[config.mk]
export PLATFORM = sky130hd
export DESIGN_NAME = vdp_regport
export DESIGN_NICKNAME = d
export VERILOG_FILES = /design/src/rtl/vdp_regport_pkg.sv /design/src/rtl/ctl_byte_seq.sv /design/src/rtl/reg_target_dec.sv /design/src/rtl/vreg_bank.sv /design/src/rtl/vdp_regport.sv
export SDC_FILE = /design/constraint.sdc
export NUM_CORES = 1
export LEC_CHECK = 0
export BUFFER_PORTS_ARGS = -buffer_cell sky130_fd_sc_hd__buf_4
export CAP_MARGIN = 10
export CELL_PAD_IN_SITES_DETAIL_PLACEMENT = 1
export CELL_PAD_IN_SITES_GLOBAL_PLACEMENT = 1
export CORE_UTILIZATION = 30
export CTS_BUF_LIST = sky130_fd_sc_hd__clkbuf_4 sky130_fd_sc_hd__clkbuf_8 sky130_fd_sc_hd__clkbuf_16
export DETAILED_ROUTE_END_ITERATION = 6
export GPL_TIMING_DRIVEN = 0
export PLACE_DENSITY_LB_ADDON = 0.1
export SETUP_SLACK_MARGIN = 0.05
export SLEW_MARGIN = 20
export SYNTH_ARGS = -nofsm -noshare
export SYNTH_HDL_FRONTEND = slang
export SYNTH_SLANG_ARGS = --single-unit
[constraint.sdc]
create_clock -name clk -period 2.16 [get_ports clk]
set_input_delay 0 -clock clk [delete_from_list [all_inputs] [get_ports clk]]
set_output_delay 0 -clock clk [all_outputs]
set_load 0.05 [all_outputs]
[src/rtl/vdp_regport_pkg.sv]
package vdp_regport_pkg;
  localparam int BYTE_W = 8;

  function automatic logic [BYTE_W-1:0] reg_default(int idx, int def_idx, logic [BYTE_W-1:0] def_val);
    return (idx == def_idx) ? def_val : '0;
  endfunction

  function automatic logic [3:0] eff_name_base(logic [3:0] raw, logic lk);
    return lk ? {raw[3:2], 2'b00} : raw;
  endfunction
endpackage

[src/rtl/ctl_byte_seq.sv]
module ctl_byte_seq
  import vdp_regport_pkg::*;
(
  input  logic              clk,
  input  logic              rst_n,
  input  logic              ctl_we,
  input  logic [BYTE_W-1:0] ctl_byte,
  input  logic              stat_rd,
  output logic              phase_q,
  output logic [BYTE_W-1:0] data_q,
  output logic              pair_done
);
  logic take;
  assign take      = ctl_we && !stat_rd;
  assign pair_done = take && phase_q && ctl_byte[BYTE_W-1];

  always_ff @(posedge clk or negedge rst_n) begin
    if (!rst_n) begin
      phase_q <= 1'b0;
      data_q  <= '0;
    end else if (stat_rd) begin
      phase_q <= 1'b0;
    end else if (take) begin
      phase_q <= !phase_q;
      if (!phase_q) data_q <= ctl_byte;
    end
  end
endmodule

[src/rtl/reg_target_dec.sv]
module reg_target_dec
  import vdp_regport_pkg::*;
#(
  parameter int NUM_REGS = 64,
  parameter int LOCK_WIN = 8,
  localparam int IDX_W   = $clog2(NUM_REGS),
  localparam int WIN_W   = $clog2(LOCK_WIN)
) (
  input  logic              pair_done,
  input  logic [BYTE_W-1:0] ctl_byte,
  input  logic              locked,
  input  logic              wide,
  output logic              wr_fire,
  output logic              wr_drop,
  output logic [IDX_W-1:0]  wr_idx
);
  logic [IDX_W-1:0] raw;
  logic             above;
  assign raw   = ctl_byte[IDX_W-1:0];
  assign above = (raw >= IDX_W'(LOCK_WIN));

  always_comb begin
    wr_drop = pair_done && locked && wide && above;
    wr_fire = pair_done && !wr_drop;
    if (locked) wr_idx = {{(IDX_W-WIN_W){1'b0}}, raw[WIN_W-1:0]};
    else        wr_idx = raw;
  end
endmodule

[src/rtl/vreg_bank.sv]
module vreg_bank
  import vdp_regport_pkg::*;
#(
  parameter int          NUM_REGS    = 64,
  parameter int          RESTORE_REG = 50,
  parameter int          RESTORE_BIT = 0,
  parameter int          DEF_IDX     = 30,
  parameter logic [7:0]  DEF_VAL     = 8'h04,
  localparam int         IDX_W       = $clog2(NUM_REGS)
) (
  input  logic                       clk,
  input  logic                       rst_n,
  input  logic                       wr_fire,
  input  logic [IDX_W-1:0]           wr_idx,
  input  logic [BYTE_W-1:0]          wr_data,
  output logic                       restore_fire,
  output logic [NUM_REGS*BYTE_W-1:0] regs_flat
);
  assign restore_fire = wr_fire && (wr_idx == IDX_W'(RESTORE_REG)) && wr_data[RESTORE_BIT];

  for (genvar i = 0; i < NUM_REGS; i++) begin : g_reg
    logic [BYTE_W-1:0] q;
    always_ff @(posedge clk or negedge rst_n) begin
      if (!rst_n)                                q <= reg_default(i, DEF_IDX, DEF_VAL);
      else if (restore_fire)                     q <= reg_default(i, DEF_IDX, DEF_VAL);
      else if (wr_fire && wr_idx == IDX_W'(i))   q <= wr_data;
    end
    assign regs_flat[i*BYTE_W +: BYTE_W] = q;
  end
endmodule

[src/rtl/vdp_regport.sv]
module vdp_regport
  import vdp_regport_pkg::*;
#(
  parameter int         NUM_REGS    = 64,
  parameter int         LOCK_WIN    = 8,
  parameter int         WIDE_REG    = 0,
  parameter int         WIDE_BIT    = 2,
  parameter int         NAME_REG    = 2,
  parameter int         RESTORE_REG = 50,
  parameter int         RESTORE_BIT = 0,
  parameter int         DEF_IDX     = 30,
  parameter logic [7:0] DEF_VAL     = 8'h04,
  localparam int        IDX_W       = $clog2(NUM_REGS)
) (
  input  logic                       clk,
  input  logic                       rst_n,
  input  logic                       ctl_we,
  input  logic [7:0]                 ctl_byte,
  input  logic                       stat_rd,
  input  logic                       locked,
  output logic [NUM_REGS*8-1:0]      regs_flat,
  output logic                       wide_mode,
  output logic [3:0]                 name_base
);
  logic             phase_q;
  logic [7:0]       data_q;
  logic             pair_done;
  logic             wr_fire;
  logic             wr_drop;
  logic [IDX_W-1:0] wr_idx;
  logic             restore_fire;

  ctl_byte_seq seq_i (
    .clk(clk), .rst_n(rst_n), .ctl_we(ctl_we), .ctl_byte(ctl_byte),
    .stat_rd(stat_rd), .phase_q(phase_q), .data_q(data_q), .pair_done(pair_done)
  );

  reg_target_dec #(.NUM_REGS(NUM_REGS), .LOCK_WIN(LOCK_WIN)) dec_i (
    .pair_done(pair_done), .ctl_byte(ctl_byte), .locked(locked), .wide(wide_mode),
    .wr_fire(wr_fire), .wr_drop(wr_drop), .wr_idx(wr_idx)
  );

  vreg_bank #(
    .NUM_REGS(NUM_REGS), .RESTORE_REG(RESTORE_REG), .RESTORE_BIT(RESTORE_BIT),
    .DEF_IDX(DEF_IDX), .DEF_VAL(DEF_VAL)
  ) bank_i (
    .clk(clk), .rst_n(rst_n), .wr_fire(wr_fire), .wr_idx(wr_idx), .wr_data(data_q),
    .restore_fire(restore_fire), .regs_flat(regs_flat)
  );

  assign wide_mode = regs_flat[WIDE_REG*BYTE_W + WIDE_BIT];
  assign name_base = eff_name_base(regs_flat[NAME_REG*BYTE_W +: 4], locked);
endmodule

==> results of run 1 <==
-- layout by cell type (no fill, tap or decap), types with 66 or more instances in the layout --
cell / n
dfrtp_1: 519
buf_4: 571
a21oi_1: 286
mux2i_1: 73
o21ai_0: 335
o221ai_1: 103
nand2_1: 125
nand3_1: 214
clkbuf_16: 66
clkbuf_1: 117
-- logic make-up after synthesis --
| group | after synthesis |
|---|---|
| xor gates and xnor gates | 1 |
| and+or+nand+nor | 478 |
| buffers and inverters | 314 |
| muxes | 81 |
| AOI/OAI and AO/OA | 863 |
| DFF | 521 |
-- worst max path at each step --
stage,start,endpoint,slack (ns),cells after the start
after global placement,rst_n,bank_i.g_reg[23].q[5],-4.70,1
after detailed placement,seq_i.phase_q,bank_i.g_reg[14].q[6],-0.90,7
final,ctl_byte[0],bank_i.g_reg[3].q[6],0.05,7
after CTS,seq_i.phase_q,bank_i.g_reg[62].q[5],0.04,10
after global routing,locked,bank_i.g_reg[36].q[4],0.01,8
after floorplan,bank_i.g_reg[0].q[2],bank_i.g_reg[12].q[1],0.25,6
-- state kept, by name, indices dropped and copies added, names as in the netlist --
signal	cells
bank_i.g.q	512
seq_i.phase_q	1
seq_i.data_q	8
-- per-stage QoR --
| stage | hold WS [ns] | instance area, sq um | instances |
|---|---|---|---|
| final | 0.0538 | 30900 | 3902 |
| after global routing | 0.0612 | 30900 | 3899 |
| after CTS | -0.0842 | 30400 | 3886 |
| after detailed placement | -0.0139 | 27800 | 3761 |
| after global placement | 0.208 | 27600 | 3754 |
| after floorplan | -0.296 | 22500 | 2258 |
-- final cells by class --
| class | count | area [sq um] | share of cell area |
|---|---|---|---|
| diodes | 3 | 7.51 | 0.000243 |
| inverters | 48 | 180 | 0.00583 |
| well taps | 969 | 1210 | 0.0393 |
| flip-flops and latches | 521 | 13000 | 0.422 |
| plain buffers | 264 | 1620 | 0.0524 |
| multi-input cells | 1423 | 8290 | 0.268 |
| clock inverters | 4 | 22.5 | 0.000729 |
| clock buffers | 99 | 1910 | 0.0617 |
| repair buffers | 571 | 4600 | 0.149 |
-- where the power goes --
| group | switching (mW) | leakage (nW) | total [mW] | internal (mW) |
|---|---|---|---|---|
| clock network | 4.22 | 0.977 | 10.2 | 5.94 |
| registers | 0.231 | 7.00 | 10.2 | 9.99 |
| logic | 2.67 | 6.89 | 3.41 | 0.739 |
| total | 7.13 | 14.9 | 23.8 | 16.7 |
-- what timing repair did --
action                                  CTS  global route
pin swaps                                 5             4
cloned                                    0             5
gates resized for setup                 155           106
hold endpoints to repair                245            12
buffers inserted                         13             4
hold buffers                             11             4
endpoints found under the setup margin  512           490
-- tightest hold or removal path, delay by kind of cell --
family | cells | cell delay, ns
buffers and inverters | 2 | 0.31
AND/OR/NAND/NOR | 2 | 0.26
AO/OA/AOI/OAI | 1 | 0.06
-- metal layers --
metal	routed length, um	vias up	GRT usage
met1	47200	11320	0.382
li1	-	9432	-
met2	53900	873	0.468
met3	9050	205	0.0711
met5	19	-	0
met4	4360	4	0.0993
-- synthesized netlist by cell type (all sizes together) (10+ instances only) --
library cell	count
a21oi	287
buf	98
clkbuf	168
dfrtp	520
inv	47
mux2i	73
nand2	134
nand2b	10
nand3	215
nand4	15
nor2	64
o21ai	396
o221ai	112
o22ai	30
o32ai	31
==> qor.yml, run 1 <==
global_routing:
  grt_pass1_wl_mm: 160
  grt_usage: 0.291
  grt_pass1_vias: 22081
  grt_max_degree: 93
  antenna_found_initial: 7
  grt-ovfl-total: 0
power:
  irDropWorstVdd_uv: 625
  power_leakage_nw: 14.9
  pwr_density_cell_nw_per_um2: 771
  total_power_mw: 23.8
detailed_routing:
  wl_per_cell_um: 29.3
  ant_nets: 0
  wirelength_mm: 114
  via_per_inst: 5.60
  first_pass_iters: 5
  num_vias: 21834
  drc: 0
  drt_iter0_markers: 1711
synth:
  ys.flop_type: "dfrtp_1"
  synth_seq_area_share: 0.580
  muxShareOfSynthArea: 0.0365
  synthesis.area_sq_um: 22500
  synth_area_leaders: "dfrtp_1 58%, o21ai_0 7.9%, a21oi_1 6.4%"
  synth-edff-count: 0
  synth_cells: 2258
  ys_seq_elements: 521
  synthAdderAreaFrac: 0
  synth_top_area_frac: 0.579
  avgSynthCellArea_sq_um: 9.96
  syn-num-nets: 2271
  synthSimpleGateAreaFrac: 0.104
  synth.distinct_cells: 49
  synth_top_family_by_area: "compound AO/OA/AOI/OAI gates"
  synth-async-reset-ratio: 1.00
  synth_xor_area_frac: 0.000390
  yosysWarnings: 0
  synth_compound_area_frac: 0.219
  yosys.area.top_type: "dfrtp_1"
place:
  portBuffers: 527
  routabilityCongestion: 0.854
  pre_cts_slack_ns: -0.896
  post-dp-hpwl_mm: 83.7
setup_path:
  r2r_slack_ns: 0.09
  arrival_ns: 2.60
  cp_common_cell: "clkbuf_1"
  r2r_cells: 6
  end_kind: "flip-flop"
  critPathKind: "primary input to flip-flop"
  crit-reg2reg-capture: "bank_i.g_reg[46].q[0]"
  crit_path_start_kind: "primary input"
  max_stage_delay_ns: 0.60
  cp_data_required_time_ns: 2.65
  critical_path_buf_inv_count: 3
  path_cells: "clkbuf_1, and2_1, clkbuf_1, nand3_1, clkbuf_1, o221ai_1, o21ai_0"
  path_max_fanout: 10
  cp_top_family: "buffers and inverters"
  critical-path-slowest-cell: "clkbuf_1"
  r2r_start: "seq_i.phase_q"
die:
  num_io_pins: 530
  fp.dieW_um: 276
  die_height_um: 276
  rows: 100
  die-area_sq_um: 76000
  start_util: 0.302
  core_area_sq_um: 74300
sta:
  rsz0062_at_grt: "yes"
  drv_slew: 0
  min_period_ns: 2.11
  tightest_slew_ns: 1.15
  hold_viol_final: 0
  skew_ns: 0.0206
  setup-violations-final: 0
  finalSetupTns_ns: 0
  max_freq_ghz: 0.475
  fin_ws_ns: 0.0547
  post-route-period-util: 0.975
  slew_headroom: 0.232
cts:
  htreeDepth: 2
  clock_path_buffers: 3
  cts.sinks: 521
  clk_pin_slew_worst_paths_ns: 0.06
  clockRootBuffer: "clkbuf_16"
  clkLatencyLatePin_ns: 0.64
  cts_tree: "yes"
  cts_made_buffers: 61
worst_hold_path:
  min_path_cells: 5
  min_from: "ctl_byte[2]"
  min_to: "bank_i.g_reg[55].q[7]"
  min-delay-path-class: "primary input to flip-flop"
flow_run:
  max_cap_violations: 0
layout:
  fill_cells: 8395
  layout.nets: 2903
  syn2layout_area_growth_pct: 37.4
  final_util: 0.415
  final_layout_size_suffix_gt1_frac: 0.297
outcome:
  status: "finished clean"
(Power assumes the default switching activity.)
==> run 2, diff against run 1 <==
- REMOVE_ABC_BUFFERS: unset -> 1
- SETUP_SLACK_MARGIN: 0.05 -> 0.1
==> run 2 against run 1 <==
Effect of this change: non-clock buffer count shrank 112; total power rose by 4.1%; cell area grew 3.9%; largest cell class unchanged.
==> qor.yml, run 2 (synthesized netlist as in run 1, its figures left out) <==
cts:
  clkLatencyLatePin_ns: 0.64
  cts_made_buffers: 61
  cts.sinks: 521
  clockRootBuffer: "clkbuf_16"
  cts_tree: "yes"
  htreeDepth: 2
  clock_path_buffers: 3
  clk_pin_slew_worst_paths_ns: 0.06
setup_path:
  arrival_ns: 2.63
  path_max_fanout: 11
  crit_path_start_kind: "flip-flop"
  critPathKind: "flip-flop to flip-flop"
  end_kind: "flip-flop"
  cp_data_required_time_ns: 2.71
worst_hold_path:
  min-delay-path-class: "primary input to flip-flop"
die:
  core_area_sq_um: 74300
  num_io_pins: 530
  rows: 100
  fp.dieW_um: 276
  die_height_um: 276
  start_util: 0.302
  die-area_sq_um: 76000
sta:
  drv_slew: 0
  rsz0062_at_grt: "yes"
  setup-violations-final: 0
  hold_viol_final: 0
  hold_slack_ns: 0.0488
  min_period_ns: 2.08
  post-route-period-util: 0.963
  slew_headroom: 0.292
  tightest_slew_ns: 1.06
  max_freq_ghz: 0.481
  skew_ns: 0.0213
layout:
  regMostFlops: "bank_i.g.q"
  layout.nets: 2796
  reg_top3: "bank_i.g.q: 512 flops, seq_i.data_q: 8 flops, seq_i.phase_q: 1 flops"
  syn2layout_area_growth_pct: 42.8
  fin_area_sq_um: 32100
  stdcell_count: 3801
  final_layout_size_suffix_gt1_frac: 0.321
  final_common_cell: "buf_4"
  largest_reg_flops: 512
  layout_common_cells: "597 x buf_4, 510 x dfrtp_1, 328 x o21ai_0, 287 x a21oi_1, 206 x nand3_1"
  diodes: 0
place:
  place_inst: 3580
  dpl_cell_area_sq_um: 28300
  post-dp-hpwl_mm: 66.2
  routabilityCongestion: 0.768
  portBuffers: 529
global_routing:
  grt_max_degree: 94
  antenna_found_initial: 2
  grt-ovfl-total: 0
  grt_usage: 0.271
  grt_pass1_vias: 21698
  grt_pass1_wl_mm: 153
power:
  power_leakage_nw: 15.4
  pwr_density_cell_nw_per_um2: 772
  irDropWorstVdd_uv: 706
  clock_power_share: 0.433
  total_power_mw: 24.8
  pwr-share-seq: 0.424
  p_int_mw: 17.5
  swShare: 0.295
  power.switching_mw: 7.31
  p_comb_frac: 0.144
detailed_routing:
  drc: 0
  drt_iter0_markers: 1350
  wirelength_mm: 107
  ant_nets: 0
  wl_per_cell_um: 28.1
  num_vias: 21125
  via_per_inst: 5.56
  first_pass_iters: 5
outcome:
  status: "finished clean"
flow_run:
  max_cap_violations: 0
==> run 2: changes by cell type in the layout (fill, tap and decap cells not counted), moves of 16 or more <==
cell      change
clkbuf_2     -40
buf_2        -26
buf_4        +26
buf_12       +28
buf_16       +24
clkbuf_1    -117
clkbuf_4     -16
==> run 2: power groups by stage <==
stage	combinational, mW	sequential [mW]	clock [mW]
final	3.56	10.5	10.7
after global routing	3.71	10.5	11.3
after CTS	3.56	10.5	10.9
after detailed placement	3.21	10.7	0
after global placement	2.33	11.1	0
after floorplan	0.551	11.2	0
==> run 2: final cells by class <==
class	count	area (sq um)
fillers	8140	42200
clock buffers	99	1960
clock inverters	13	124
inverters	48	180
repair buffers	723	7070
well taps	969	1210
multi-input cells	1428	8480
flip-flops and latches	521	13100
==> run 2: repair_timing <==
item                       CTS  global route
resized for setup           50            36
setup endpoints to repair  504           263
hold buffers                16             0
setup buffers               46            24
pin swaps                   17             5
hold endpoints to repair   262             0
gates cloned                15            12
==> run 2: critical path, stage by stage (launching register included) <==
cell and delay [ns]:
dfrtp_2 0.41, buf_4 0.14, nand3b_4 0.07, or2_4 0.19, buf_16 0.15, nor2_4 0.04
buf_4 0.14, buf_12 0.13, buf_16 0.15, buf_4 0.14, clkbuf_16 0.15, buf_4 0.14
a21oi_1 0.13
==> run 2: layer usage <==
metal / vias to the layer above / wire length, um / GRT usage
met2: 669 / 51200 / 0.443
met3: 160 / 6900 / 0.0619
met1: 11069 / 45400 / 0.357
met5: - / 13 / 0
li1: 9225 / - / -
met4: 2 / 3330 / 0.0839
==> run 2: final timing paths <==
path	cells after the start	slack [ns]	from	to
worst max-delay path	12	0.08	seq_i.phase_q	bank_i.g_reg[54].q[4]
worst min-delay path	4	0.05	ctl_byte[2]	bank_i.g_reg[8].q[7]
worst max register to register	12	0.08	seq_i.phase_q	bank_i.g_reg[54].q[4]
worst min register to register	2	0.51	bank_i.g_reg[50].q[1]	bank_i.g_reg[50].q[1]
max in group asynchronous	6	0.48	rst_n	bank_i.g_reg[30].q[2]
min in group asynchronous	4	0.48	rst_n	bank_i.g_reg[17].q[1]
==> run 2: per-stage QoR <==
step                      TNS (ns)   util  setup slack [ns]
after CTS                        0  0.423            0.0661
after global placement           -  0.357            -22.75
final                            0  0.432            0.0808
after global routing             0  0.432            0.0320
after detailed placement   -364.98  0.381             -1.47
after floorplan           -3532.83      -             -8.38
==> run 3, diff against run 2 <==
- CORE_UTILIZATION: 30 -> 35
- SKIP_LAST_GASP: unset -> 1
==> run 3 against run 2 <==
Effect of this change: sequential power barely moved; clock power barely moved; total power fell by 1.1%; critical endpoint is now bank_i.g_reg[22].q[3]; largest cell class unchanged.
==> qor.yml, run 3 (synthesized netlist as in run 1, its figures left out) <==
detailed_routing:
  wirelength_mm: 102
  drt_iter0_markers: 1639
  ant_nets: 0
  via_per_inst: 5.79
  drc: 0
  wl_per_cell_um: 27.9
  num_vias: 21184
  first_pass_iters: 5
cts:
  cts.sinks: 521
  cts_made_buffers: 59
  clkLatencyLatePin_ns: 0.63
  clk_pin_slew_worst_paths_ns: 0.06
  clock_path_buffers: 3
  clockRootBuffer: "clkbuf_16"
  cts_tree: "yes"
  htreeDepth: 2
worst_hold_path:
  min-delay-path-class: "primary input to flip-flop"
setup_path:
  arrival_ns: 2.54
  path_cells: "nand3b_4, or2_4, buf_16, nor2_4, buf_12, buf_16, buf_16, buf_16, buf_12, clkbuf_16, a21oi_1"
  critical_path_buf_inv_count: 7
  cp_common_cell: "buf_16"
  max_stage_delay_ns: 0.41
  cp_data_required_time_ns: 2.66
  end_kind: "flip-flop"
  crit_path_start_kind: "flip-flop"
  cp_top_family: "buffers and inverters"
  critical-path-slowest-cell: "dfrtp_2"
  critPathKind: "flip-flop to flip-flop"
  path_max_fanout: 7
global_routing:
  grt_max_degree: 97
  grt_pass1_wl_mm: 151
  antenna_found_initial: 2
  grt_usage: 0.305
  grt-ovfl-total: 0
  grt_pass1_vias: 21622
sta:
  hold_viol_final: 0
  min_period_ns: 2.04
  skew_ns: 0.0353
  max_freq_ghz: 0.490
  hold_slack_ns: 0.00285
  post-route-period-util: 0.946
  drv_slew: 0
  rsz0062_at_grt: "yes"
  setup-violations-final: 0
  tightest_slew_ns: 1.06
  slew_headroom: 0.291
power:
  pwr_density_cell_nw_per_um2: 777
  power_leakage_nw: 15.1
  irDropWorstVdd_uv: 580
die:
  num_io_pins: 530
  rows: 92
  die_height_um: 255
  die-area_sq_um: 65200
  fp.dieW_um: 255
  core_area_sq_um: 63300
  start_util: 0.355
layout:
  syn2layout_area_growth_pct: 40.3
  reg_top3: "bank_i.g.q: 512 flops, seq_i.data_q: 8 flops, seq_i.phase_q: 1 flops"
  final_util: 0.498
  diodes: 0
  layout.nets: 2773
  final_layout_size_suffix_gt1_frac: 0.323
  final_common_cell: "buf_4"
  largest_reg_flops: 512
  layout_common_cells: "591 x buf_4, 510 x dfrtp_1, 336 x o21ai_0, 276 x a21oi_1, 202 x nand3_1"
  regMostFlops: "bank_i.g.q"
place:
  post-dp-hpwl_mm: 64.0
  routabilityCongestion: 0.770
  portBuffers: 529
outcome:
  status: "finished clean"
flow_run:
  max_cap_violations: 0
-- run 3: final cells by class --
cell class	count	area (sq um)
clock buffers	98	1940
fillers	6912	31800
inverters	48	180
clock inverters	13	130
well taps	846	1060
flip-flops and latches	521	13100
repair buffers	701	6610
multi-input cells	1429	8550
-- run 3: what timing repair did --
action | 4_1_cts | 5_1_grt
resized for setup | 44 | 45
hold endpoints to repair | 266 | 0
endpoints found under the setup margin | 500 | 263
setup buffers | 40 | 21
gates cloned | 14 | 5
hold buffers | 13 | 0
pin swaps | 17 | 6
-- run 3: worst register-to-register path, cell delays in order (launching register included) --
cell       delay, ns
dfrtp_2         0.41
nand3b_4        0.09
or2_4           0.31
buf_16          0.15
nor2_4          0.16
buf_12          0.13
buf_16          0.12
buf_16          0.12
buf_16          0.12
buf_12          0.13
clkbuf_16       0.16
a21oi_1         0.05
-- run 3: final timing paths --
kind | end | from | slack [ns] | cells past startpoint
worst min register to register | bank_i.g_reg[50].q[0] | bank_i.g_reg[50].q[0] | 0.50 | 1
max in group asynchronous | bank_i.g_reg[36].q[2] | rst_n | 1.21 | 4
min in group asynchronous | bank_i.g_reg[63].q[4] | rst_n | 0.02 | 3
worst min-delay path | bank_i.g_reg[10].q[0] | ctl_byte[0] | 0.003 | 4
worst max-delay path | bank_i.g_reg[22].q[3] | seq_i.phase_q | 0.12 | 11
worst max register to register | bank_i.g_reg[22].q[3] | seq_i.phase_q | 0.12 | 11
-- run 3: metrics by stage --
stage	setup TNS, ns	worst slack [ns]	instances	instance area [sq um]	total power [mW]
final	0	0.117	3656	31500	24.5
after global routing	0	0.0761	3656	31500	25.2
after CTS	0	0.0861	3632	31100	24.6
after detailed placement	-352.76	-1.28	3457	28100	13.8
after global placement	-	-21.96	3367	26300	13.3
after floorplan	-3532.83	-8.38	1992	21300	11.7
-- run 3: routing by layer --
metal	up-vias	wire length (um)	global-route usage
li1	9168	-	-
met3	182	6760	0.0724
met5	-	28	0
met4	4	3830	0.110
met2	703	49200	0.496
met1	11127	42300	0.396
-- run 3: power breakdown --
part	total (mW)	internal [mW]	switching (mW)
clock network	10.6	6.34	4.25
logic	3.47	0.983	2.48
registers	10.4	10.0	0.446
